## config.mk

```make
export PLATFORM = sky130hd
export DESIGN_NAME = sir_endec
export DESIGN_NICKNAME = d
export VERILOG_FILES = /design/src/rtl/sir_pkg.sv /design/src/rtl/sir_tx_enc.sv /design/src/rtl/sir_lp_timer.sv /design/src/rtl/sir_rx_dec.sv /design/src/rtl/sir_endec.sv
export SDC_FILE = /design/constraint.sdc
export NUM_CORES = 1
export LEC_CHECK = 0
export ABC_AREA = 1
export BUFFER_PORTS_ARGS = -buffer_cell sky130_fd_sc_hd__clkbuf_2
export CORE_MARGIN = 2
export CORE_UTILIZATION = 30
export DETAILED_ROUTE_END_ITERATION = 12
export GPL_TIMING_DRIVEN = 0
export PLACE_DENSITY = 0.57
export SKIP_CTS_REPAIR_TIMING = 1
export SYNTH_ARGS = -nofsm -noshare
export SYNTH_HDL_FRONTEND = slang
export SYNTH_SLANG_ARGS = --single-unit
```

## constraint.sdc

```tcl
create_clock -name clk -period 3.4 [get_ports clk]
set_input_delay 0.51 -clock clk [delete_from_list [all_inputs] [get_ports clk]]
set_output_delay 0.51 -clock clk [all_outputs]
set_load 0.05 [all_outputs]
```

## src/rtl/sir_pkg.sv

```systemverilog
package sir_pkg;

  localparam int unsigned SIR_PHASES      = 16;
  localparam int unsigned SIR_WIN_FIRST   = 7;
  localparam int unsigned SIR_WIN_LAST    = 9;
  localparam int unsigned SIR_LP_PERIODS  = 3;
  localparam int unsigned SIR_SYNC_STAGES = 2;

  typedef enum logic [1:0] {
    PATH_WIRED = 2'd0,
    PATH_WLOOP = 2'd1,
    PATH_IR    = 2'd2
  } sir_path_e;

  function automatic logic sir_in_window(input int unsigned ph,
                                         input int unsigned first,
                                         input int unsigned last);
    return (ph >= first) && (ph <= last);
  endfunction

  function automatic int unsigned sir_next_phase(input int unsigned ph,
                                                 input int unsigned phases);
    return (ph + 1 >= phases) ? 0 : ph + 1;
  endfunction

endpackage

```

## src/rtl/sir_tx_enc.sv

```systemverilog
module sir_tx_enc
  import sir_pkg::*;
#(
  parameter int unsigned PHASES    = SIR_PHASES,
  parameter int unsigned WIN_FIRST = SIR_WIN_FIRST,
  parameter int unsigned WIN_LAST  = SIR_WIN_LAST
) (
  input  logic clk,
  input  logic rst_n,
  input  logic active,
  input  logic tick16,
  input  logic tx_bit,
  output logic norm_pulse,
  output logic lp_start
);
  localparam int unsigned PH_W = (PHASES > 1) ? $clog2(PHASES) : 1;

  logic [PH_W-1:0] ph_q;
  logic [PH_W-1:0] ph_next;
  logic            next_in_win;
  logic            enter_first;

  assign ph_next     = PH_W'(sir_next_phase(32'(ph_q), PHASES));
  assign next_in_win = sir_in_window(32'(ph_next), WIN_FIRST, WIN_LAST);
  assign enter_first = (32'(ph_next) == WIN_FIRST);
  assign lp_start    = active && tick16 && !tx_bit && enter_first;

  always_ff @(posedge clk or negedge rst_n) begin
    if (!rst_n) begin
      ph_q       <= '0;
      norm_pulse <= 1'b0;
    end else if (!active) begin
      ph_q       <= '0;
      norm_pulse <= 1'b0;
    end else if (tick16) begin
      ph_q       <= ph_next;
      norm_pulse <= next_in_win && !tx_bit;
    end
  end

  // a pulse is only ever present while the phase sits in the window
  p_pulse_in_window_r1: assert property (@(posedge clk) disable iff (!rst_n)
    norm_pulse |-> sir_in_window(32'(ph_q), WIN_FIRST, WIN_LAST));

  // a one bit at a tick never leaves a pulse behind it
  p_one_no_pulse_r2: assert property (@(posedge clk) disable iff (!rst_n)
    (active && tick16 && tx_bit) |=> !norm_pulse);

  // the phase holds between ticks
  p_phase_holds_r1: assert property (@(posedge clk) disable iff (!rst_n)
    (active && !tick16) |=> $stable(ph_q));

endmodule

```

## src/rtl/sir_lp_timer.sv

```systemverilog
module sir_lp_timer
  import sir_pkg::*;
#(
  parameter int unsigned LP_PERIODS = SIR_LP_PERIODS
) (
  input  logic clk,
  input  logic rst_n,
  input  logic active,
  input  logic start,
  input  logic lp_tick,
  output logic lp_pulse
);
  localparam int unsigned CW = $clog2(LP_PERIODS + 1);

  logic [CW-1:0] cnt_q;

  always_ff @(posedge clk or negedge rst_n) begin
    if (!rst_n)                          cnt_q <= '0;
    else if (!active)                    cnt_q <= '0;
    else if (start)                      cnt_q <= CW'(LP_PERIODS);
    else if (lp_tick && (cnt_q != '0))   cnt_q <= cnt_q - 1'b1;
  end

  assign lp_pulse = (cnt_q != '0);

  // the pulse only begins from a start request
  p_rise_from_start_r3: assert property (@(posedge clk) disable iff (!rst_n)
    $rose(lp_pulse) |-> $past(start));

  // without a reference tick the pulse does not end
  p_hold_without_ref_r3: assert property (@(posedge clk) disable iff (!rst_n)
    (active && lp_pulse && !lp_tick) |=> lp_pulse);

endmodule

```

## src/rtl/sir_rx_dec.sv

```systemverilog
module sir_rx_dec
  import sir_pkg::*;
#(
  parameter int unsigned PHASES      = SIR_PHASES,
  parameter int unsigned SYNC_STAGES = SIR_SYNC_STAGES
) (
  input  logic clk,
  input  logic rst_n,
  input  logic active,
  input  logic tick16,
  input  logic ir_in_n,
  output logic rx_low
);
  localparam int unsigned CW = $clog2(PHASES + 1);

  logic [SYNC_STAGES-1:0] sync_q;
  logic                   prev_q;
  logic                   fall;
  logic [CW-1:0]          cnt_q;

  generate
    for (genvar s = 0; s < SYNC_STAGES; s++) begin : g_sync
      always_ff @(posedge clk or negedge rst_n) begin
        if (!rst_n)       sync_q[s] <= 1'b1;
        else if (!active) sync_q[s] <= 1'b1;
        else if (s == 0)  sync_q[s] <= ir_in_n;
        else              sync_q[s] <= sync_q[(s > 0) ? s - 1 : 0];
      end
    end
  endgenerate

  assign fall = prev_q && !sync_q[SYNC_STAGES-1];

  always_ff @(posedge clk or negedge rst_n) begin
    if (!rst_n) begin
      prev_q <= 1'b1;
      cnt_q  <= '0;
    end else if (!active) begin
      prev_q <= 1'b1;
      cnt_q  <= '0;
    end else begin
      prev_q <= sync_q[SYNC_STAGES-1];
      if (fall)                         cnt_q <= CW'(PHASES);
      else if (tick16 && cnt_q != '0)   cnt_q <= cnt_q - 1'b1;
    end
  end

  assign rx_low = (cnt_q != '0);

  // a detected edge always yields a full bit period of low
  p_edge_reload_r7: assert property (@(posedge clk) disable iff (!rst_n)
    (active && fall) |=> (cnt_q == CW'(PHASES)));

  // the recovered low holds until a tick arrives
  p_hold_low_r7: assert property (@(posedge clk) disable iff (!rst_n)
    (active && rx_low && !tick16) |=> rx_low);

  // an inactive decoder reports nothing
  p_idle_when_off_r4: assert property (@(posedge clk) disable iff (!rst_n)
    !active |=> !rx_low);

endmodule

```

## src/rtl/sir_endec.sv

```systemverilog
module sir_endec
  import sir_pkg::*;
#(
  parameter int unsigned PHASES      = SIR_PHASES,
  parameter int unsigned WIN_FIRST   = SIR_WIN_FIRST,
  parameter int unsigned WIN_LAST    = SIR_WIN_LAST,
  parameter int unsigned LP_PERIODS  = SIR_LP_PERIODS,
  parameter int unsigned SYNC_STAGES = SIR_SYNC_STAGES
) (
  input  logic clk,
  input  logic rst_n,
  input  logic uart_en,
  input  logic ir_en,
  input  logic lp_mode,
  input  logic loop_en,
  input  logic ir_test,
  input  logic tick16,
  input  logic lp_tick,
  input  logic tx_bit,
  input  logic ser_rxd,
  input  logic ir_rx_in,
  output logic ser_txd,
  output logic ir_tx_out,
  output logic rx_bit
);
  logic      ir_act;
  logic      norm_pulse;
  logic      lp_start;
  logic      lp_pulse;
  logic      dec_in_n;
  logic      rx_low;
  sir_path_e path;

  assign ir_act = uart_en && ir_en;

  always_comb begin
    if (ir_act)                   path = PATH_IR;
    else if (loop_en && !ir_test) path = PATH_WLOOP;
    else                          path = PATH_WIRED;
  end

  sir_tx_enc #(
    .PHASES(PHASES), .WIN_FIRST(WIN_FIRST), .WIN_LAST(WIN_LAST)
  ) u_enc (
    .clk(clk), .rst_n(rst_n), .active(ir_act), .tick16(tick16),
    .tx_bit(tx_bit), .norm_pulse(norm_pulse), .lp_start(lp_start)
  );

  sir_lp_timer #(.LP_PERIODS(LP_PERIODS)) u_lp (
    .clk(clk), .rst_n(rst_n), .active(ir_act), .start(lp_start),
    .lp_tick(lp_tick), .lp_pulse(lp_pulse)
  );

  assign ir_tx_out = ir_act && (lp_mode ? lp_pulse : norm_pulse);
  assign dec_in_n  = (loop_en && ir_test) ? !ir_tx_out : ir_rx_in;

  sir_rx_dec #(.PHASES(PHASES), .SYNC_STAGES(SYNC_STAGES)) u_dec (
    .clk(clk), .rst_n(rst_n), .active(ir_act), .tick16(tick16),
    .ir_in_n(dec_in_n), .rx_low(rx_low)
  );

  always_comb begin
    ser_txd = tx_bit;
    rx_bit  = ser_rxd;
    unique case (path)
      PATH_IR: begin
        ser_txd = 1'b1;
        rx_bit  = !rx_low;
      end
      PATH_WLOOP: rx_bit = tx_bit;
      default: ;
    endcase
  end

  // infrared medium keeps the wired line marking
  p_mark_when_ir_r5: assert property (@(posedge clk) disable iff (!rst_n)
    (uart_en && ir_en) |-> ser_txd);

  // no light unless the infrared path is active
  p_dark_when_off_r6: assert property (@(posedge clk) disable iff (!rst_n)
    !(uart_en && ir_en) |-> !ir_tx_out);

  // wired loopback returns the transmit bit
  p_wired_loop_r9: assert property (@(posedge clk) disable iff (!rst_n)
    (!(uart_en && ir_en) && loop_en && !ir_test) |-> (rx_bit == tx_bit));

endmodule

```

==> impl_metrics.env, run 1 <==
export IMPL_port_buffers=14
export IMPL_grt_setup_unrepaired="false"
export IMPL_critical_path_max_fanout=3
export IMPL_irDropWorstVdd_mv=0.200
export IMPL_grt_pass1_wl_um=3190
export IMPL_synth_cell_types=27
export IMPL_antenna_found_initial=0
export IMPL_die_w_um=60.0
export IMPL_swShare_pct=32.5
export IMPL_fin_crit_sh_pct=64.9
export IMPL_fin_crit_ns=2.21
export IMPL_finalPower_uw=397
export IMPL_hp_class="primary input to async pin"
export IMPL_vias_per_cell=4.47
export IMPL_clkTransAtPathRegs_ns=0.10
export IMPL_path_cells="inv_1, ha_1, nand2_1, nor2_2, nand3_2, o311ai_1, clkbuf_2"
export IMPL_rows=20
export IMPL_leakagePower_uw=0.000546
export IMPL_reg2reg_setup_slack_ns=2.04
export IMPL_p_switching_uw=129
export IMPL_track_usage_pct=12.0
export IMPL_cts_htree_levels=1
export IMPL_fp_dieArea_um2=3600
export IMPL_slew_headroom_pct=74.4
export IMPL_core_area_um2=3030
export IMPL_finalSetupViolations=0
export IMPL_r2r_end="u_lp.cnt_q[1]"
export IMPL_cts_sinks=15
export IMPL_antenna_cells=0
export IMPL_worst_clock_skew_ns=0.00789
export IMPL_crit_family="buffers and inverters"
export IMPL_grt_ovfl_total=0
export IMPL_dp_hpwl_um=1430
export IMPL_drc=0
export IMPL_clk_latency_ns=0.29
export IMPL_mostFrequentLayoutCells="21 x nand2_1, 17 x inv_1, 14 x clkbuf_2"
export IMPL_ys_warn_count=0
export IMPL_tightest_slew_ns=0.385
export IMPL_mappedNetlistArea_um2=940
export IMPL_seq_power_share_pct=49.3
export IMPL_drt_iter0_drc=15
export IMPL_ctsLongestPathBuffers=2
export IMPL_critPathArrivalTime_ns=1.70
export IMPL_final_common_cell="nand2_1"
export IMPL_cts_tree="yes"
export IMPL_critPathKind="flip-flop to output port"
export IMPL_internal_power_uw=268
export IMPL_critical_path_buf_inv_count=2
export IMPL_finalInstanceArea_um2=1090
export IMPL_crit_path_end_kind="output port"
export IMPL_grt_max_degree=16
export IMPL_wire_per_inst_um=10.3
export IMPL_syn_to_final_growth_pct=16.2
export IMPL_status="complete, no violations"
export IMPL_fp_dieH_um=60.0
export IMPL_max_freq_ghz=0.453
export IMPL_setup_tns_ns=0
export IMPL_ioPinCount=15
export IMPL_r2r_cells=10
export IMPL_postRouteAntennaNets=0
export IMPL_start_util_pct=31.0
export IMPL_drive_above_1_share_pct=31.3
export IMPL_synth_top_area_share_pct=32.0
export IMPL_setup_worst_path_start_class="flip-flop"
export IMPL_required_ns=2.89
export IMPL_grt_pass1_vias=767
export IMPL_synth_area_per_cell_um2=8.32
export IMPL_power_density_nw_per_um2=364
export IMPL_seq_area_frac_synth_pct=40.3
export IMPL_gp_congestion=0.754
export IMPL_synth_seq_cells=15
export IMPL_hold_violations=0
export IMPL_vias=782
export IMPL_cap_violations=0
export IMPL_synth_cells=113
export IMPL_clockPowerShare_pct=25.8
export IMPL_cp_slowest_cell="dfrtp_1"
export IMPL_synth_fp_nets=130
export IMPL_drv_slew=0
export IMPL_place_area_um2=1060
export IMPL_synthTopCellsByArea="dfrtp_1 32%, dfstp_2 8.4%, nand2_1 8.4%, inv_1 6.8%, ha_1 6.7%"
export IMPL_slowest_delay_ns=0.37
export IMPL_numCtsBuffers=3
export IMPL_cts_root_buf="clkbuf_4"
export IMPL_worst_r2r_startpoint="u_enc.ph_q[0]"
export IMPL_synth_largest_area_cell="dfrtp_1"
export IMPL_combPwrFrac_pct=24.9
export IMPL_nNetsFinal=149
export IMPL_first_pass_iters=4
export IMPL_routed_wl_um=1800
-- cell type report --
class / count / area (um2)
Sequential cell: 15 / 379
Fill cell: 320 / 1940
Inverter: 21 / 81.3
Buffer: 1 / 11.3
Clock buffer: 3 / 22.5
Timing Repair Buffer: 14 / 70.1
Tap cell: 44 / 55.1
Multi-Input combinational cell: 76 / 468
Clock inverter: 1 / 5.00
-- worst register-to-register path: stages, from the launching register on --
cell and delay, ns:
dfrtp_1 0.43, inv_1 0.13, ha_1 0.16, inv_1 0.05, nor2_1 0.10, nand2_2 0.08
nor2_4 0.10, nand2_4 0.07, nand2_2 0.06, nand3_1 0.06, nand2_1 0.06
-- metrics by stage --
step,util (%),instances,hold slack [ns],setup WS (ns)
final,36.1,175,0.121,1.19
after global routing,36.1,175,0.136,1.04
after CTS,36.1,175,0.131,1.17
after detailed placement,35.2,171,0.452,1.38
after global placement,35.2,171,0.454,1.40
after floorplan,-,113,0.214,0.883
-- cells by family after synthesis --
logic type | Yosys count | share of synthesized area, %
xor+xnor | 2 | 1.86
mux | 1 | 1.07
flops | 15 | 40.3
fa+ha+maj | 5 | 6.66
simple gates | 53 | 30.0
buf+inv | 22 | 9.85
compound gates | 15 | 10.3
-- synthesized netlist by cell type, drive strengths merged --
library cell	instances
xor2	2
a21oi	2
nand2	28
dfrtp	12
nor2	8
o311ai	1
o211ai	1
o21ai	6
o22ai	3
nand4	2
dfstp	3
nand3	14
a41oi	1
ha	5
mux2i	1
inv	21
or2	1
a211oi	1
buf	1
-- state kept, by name (all words and copies together) (netlist names) --
signal and count:
u_enc.norm_pulse 1, u_dec.sync_q 2, u_lp.cnt_q 2, u_dec.prev_q 1
u_enc.ph_q 4, u_dec.cnt_q 5
-- worst max path at each step --
stage | cells past startpoint | start | slack (ns) | to
global placement | 6 | uart_en | 1.40 | rx_bit
global route | 7 | u_dec.cnt_q[0] | 1.04 | rx_bit
detailed placement | 6 | uart_en | 1.38 | rx_bit
finish | 7 | u_dec.cnt_q[0] | 1.19 | rx_bit
CTS | 7 | u_dec.cnt_q[0] | 1.17 | rx_bit
floorplan | 4 | uart_en | 0.88 | rx_bit
-- power groups by stage --
stage          clock network, uW  registers (uW)  logic (uW)
5_1_grt                      118             197         114
4_1_cts                      109             196         101
2_1_floorplan                  0             198        74.3
3_5_place_dp                   0             199         100
6_report                     103             196        99.1
3_3_place_gp                   0             199        98.2
-- metal layers --
| layer | vias up | wire [um] | share of wire (%) | track usage (%) |
|---|---|---|---|---|
| li1 | 403 | - | - | - |
| met1 | 366 | 807 | 45 | 14.9 |
| met2 | 11 | 916 | 51 | 19.6 |
| met3 | 2 | 68 | 3.8 | 4.55 |
| met4 | 0 | 12 | 0.67 | 2.86 |
| met5 | - | 0 | 0 | 0 |
Power figures use the tool's default switching activity.
==> inputs of run 2 (changes only) <==
PLACE_DENSITY = 0.58   (was 0.57)
clock period = 1.9 ns   (was 3.4 ns; I/O delays follow)
==> impl_metrics.env, run 2 (synthesis gave the netlist of run 1 again) <==
export IMPL_syn_to_final_growth_pct=19.6
export IMPL_fp_dieArea_um2=3600
export IMPL_dp_slack_ns=0.248
export IMPL_nNetsFinal=150
export IMPL_cap_violations=0
export IMPL_fp_dieH_um=60.0
export IMPL_dp_hpwl_um=1480
export IMPL_reg_top3="u_dec.cnt_q x5, u_enc.ph_q x4"
export IMPL_finalInstanceArea_um2=1120
export IMPL_seq_power_share_pct=48.2
export IMPL_drv_slew=0
export IMPL_mostFrequentLayoutCells="21 x nand2_1, 15 x inv_1, 13 x clkbuf_2"
export IMPL_cts_sinks=15
export IMPL_ioPinCount=15
export IMPL_worst_clock_skew_ns=0.0148
export IMPL_critPathKind="flip-flop to output port"
export IMPL_whs_ns=0.218
export IMPL_grt_pass1_wl_um=3330
export IMPL_power_density_nw_per_um2=650
export IMPL_crit_path_end_kind="output port"
export IMPL_cts_tree="yes"
export IMPL_drc=0
export IMPL_routed_wl_um=1870
export IMPL_swShare_pct=32.9
export IMPL_drt_iter0_drc=13
export IMPL_ctsLongestPathBuffers=2
export IMPL_clockPowerShare_pct=25.3
export IMPL_cts_root_buf="clkbuf_4"
export IMPL_vias=801
export IMPL_track_usage_pct=12.3
export IMPL_place_area_um2=1070
export IMPL_grt_max_degree=16
export IMPL_clkTransAtPathRegs_ns=0.10
export IMPL_setup_tns_ns=0
export IMPL_finalSetupViolations=0
export IMPL_grt_pass1_vias=769
export IMPL_tightest_slew_ns=0.394
export IMPL_slew_headroom_pct=73.8
export IMPL_final_common_cell="nand2_1"
export IMPL_numCtsBuffers=3
export IMPL_clk_latency_ns=0.29
export IMPL_postRouteAntennaNets=0
export IMPL_gp_congestion=0.768
export IMPL_setup_worst_path_start_class="flip-flop"
export IMPL_crit_family="flip-flops"
export IMPL_rows=20
export IMPL_critical_path_max_fanout=3
export IMPL_core_area_um2=3030
export IMPL_cp_slowest_cell="dfrtp_1"
export IMPL_slowest_delay_ns=0.38
export IMPL_cts_htree_levels=1
export IMPL_first_pass_iters=4
export IMPL_drive_above_1_share_pct=34.1
export IMPL_antenna_cells=0
export IMPL_start_util_pct=31.0
export IMPL_status="complete, no violations"
export IMPL_fill_cells=319
export IMPL_max_freq_ghz=0.555
export IMPL_path_cells="inv_2, ha_2, nand2_1, nor2_4, nand3_2, o311ai_2, buf_6"
export IMPL_die_w_um=60.0
export IMPL_finalPower_uw=730
export IMPL_critical_path_buf_inv_count=2
export IMPL_largest_register_ffs=5
export IMPL_wire_per_inst_um=10.6
export IMPL_critPathArrivalTime_ns=1.52
export IMPL_antenna_found_initial=0
export IMPL_internal_power_uw=490
export IMPL_hold_violations=0
export IMPL_fin_crit_sh_pct=94.9
export IMPL_vias_per_cell=4.55
export IMPL_combPwrFrac_pct=26.5
export IMPL_hp_class="primary input to flip-flop"
export IMPL_required_ns=1.62
export IMPL_fin_crit_ns=1.80
export IMPL_regMostFlops="u_dec.cnt_q"
export IMPL_irDropWorstVdd_mv=0.328
export IMPL_p_switching_uw=240
export IMPL_fin_ws_ns=0.0966
export IMPL_port_buffers=14
export IMPL_leakagePower_uw=0.000555
export IMPL_grt_ovfl_total=0
[run 2: worst min-delay path, cell delays in order]
cell,delay (ns)
clkbuf_2,0.09
nand2_1,0.07
o21ai_1,0.07
[run 2: final timing paths]
kind / start / to / slack, ns / cells past startpoint
hold / removal: loop_en / u_dec.sync_q[0] / 0.22 / 3
max in group asynchronous: rst_n / u_dec.prev_q / 1.14 / 2
setup reg to reg: u_enc.ph_q[0] / u_lp.cnt_q[1] / 0.55 / 10
hold reg to reg: u_dec.sync_q[1] / u_dec.prev_q / 0.48 / 2
setup / recovery: u_dec.cnt_q[0] / rx_bit / 0.1 / 7
min in group asynchronous: rst_n / u_dec.cnt_q[2] / 0.44 / 2
[run 2: per-layer routing]
metal  track usage, %  vias to the layer above  wire (um)
li1                 -                      404          -
met1             16.3                      384        886
met2             19.6                        9        919
met3             2.16                        4         44
met4             5.40                        0         22
met5                0                        -          0
[run 2: area by class of cell]
| cell class | count | area (um2) | share of cell area [%] |
|---|---|---|---|
| plain buffers | 1 | 11.3 | 1.00 |
| clock buffers | 3 | 22.5 | 2.00 |
| clock inverters | 1 | 5.00 | 0.445 |
| inverters | 21 | 81.3 | 7.24 |
| multi-input cells | 76 | 483 | 43.0 |
| flip-flops and latches | 15 | 379 | 33.7 |
| well taps | 44 | 55.1 | 4.90 |
| repair buffers | 15 | 86.3 | 7.68 |
[run 2: power groups by stage]
stage                     registers [uW]  logic (uW)  clock network [uW]
after CTS                            351         184                 192
after global placement               356         178                   0
after global routing                 354         218                 205
after detailed placement             357         183                   0
final                                352         193                 185
after floorplan                      354         136                   0
[run 2: through the flow]
step	instances	utilization, %
final	176	37.1
after detailed placement	171	35.4
after CTS	175	36.3
after floorplan	113	-
after global placement	171	35.4
after global routing	176	37.1
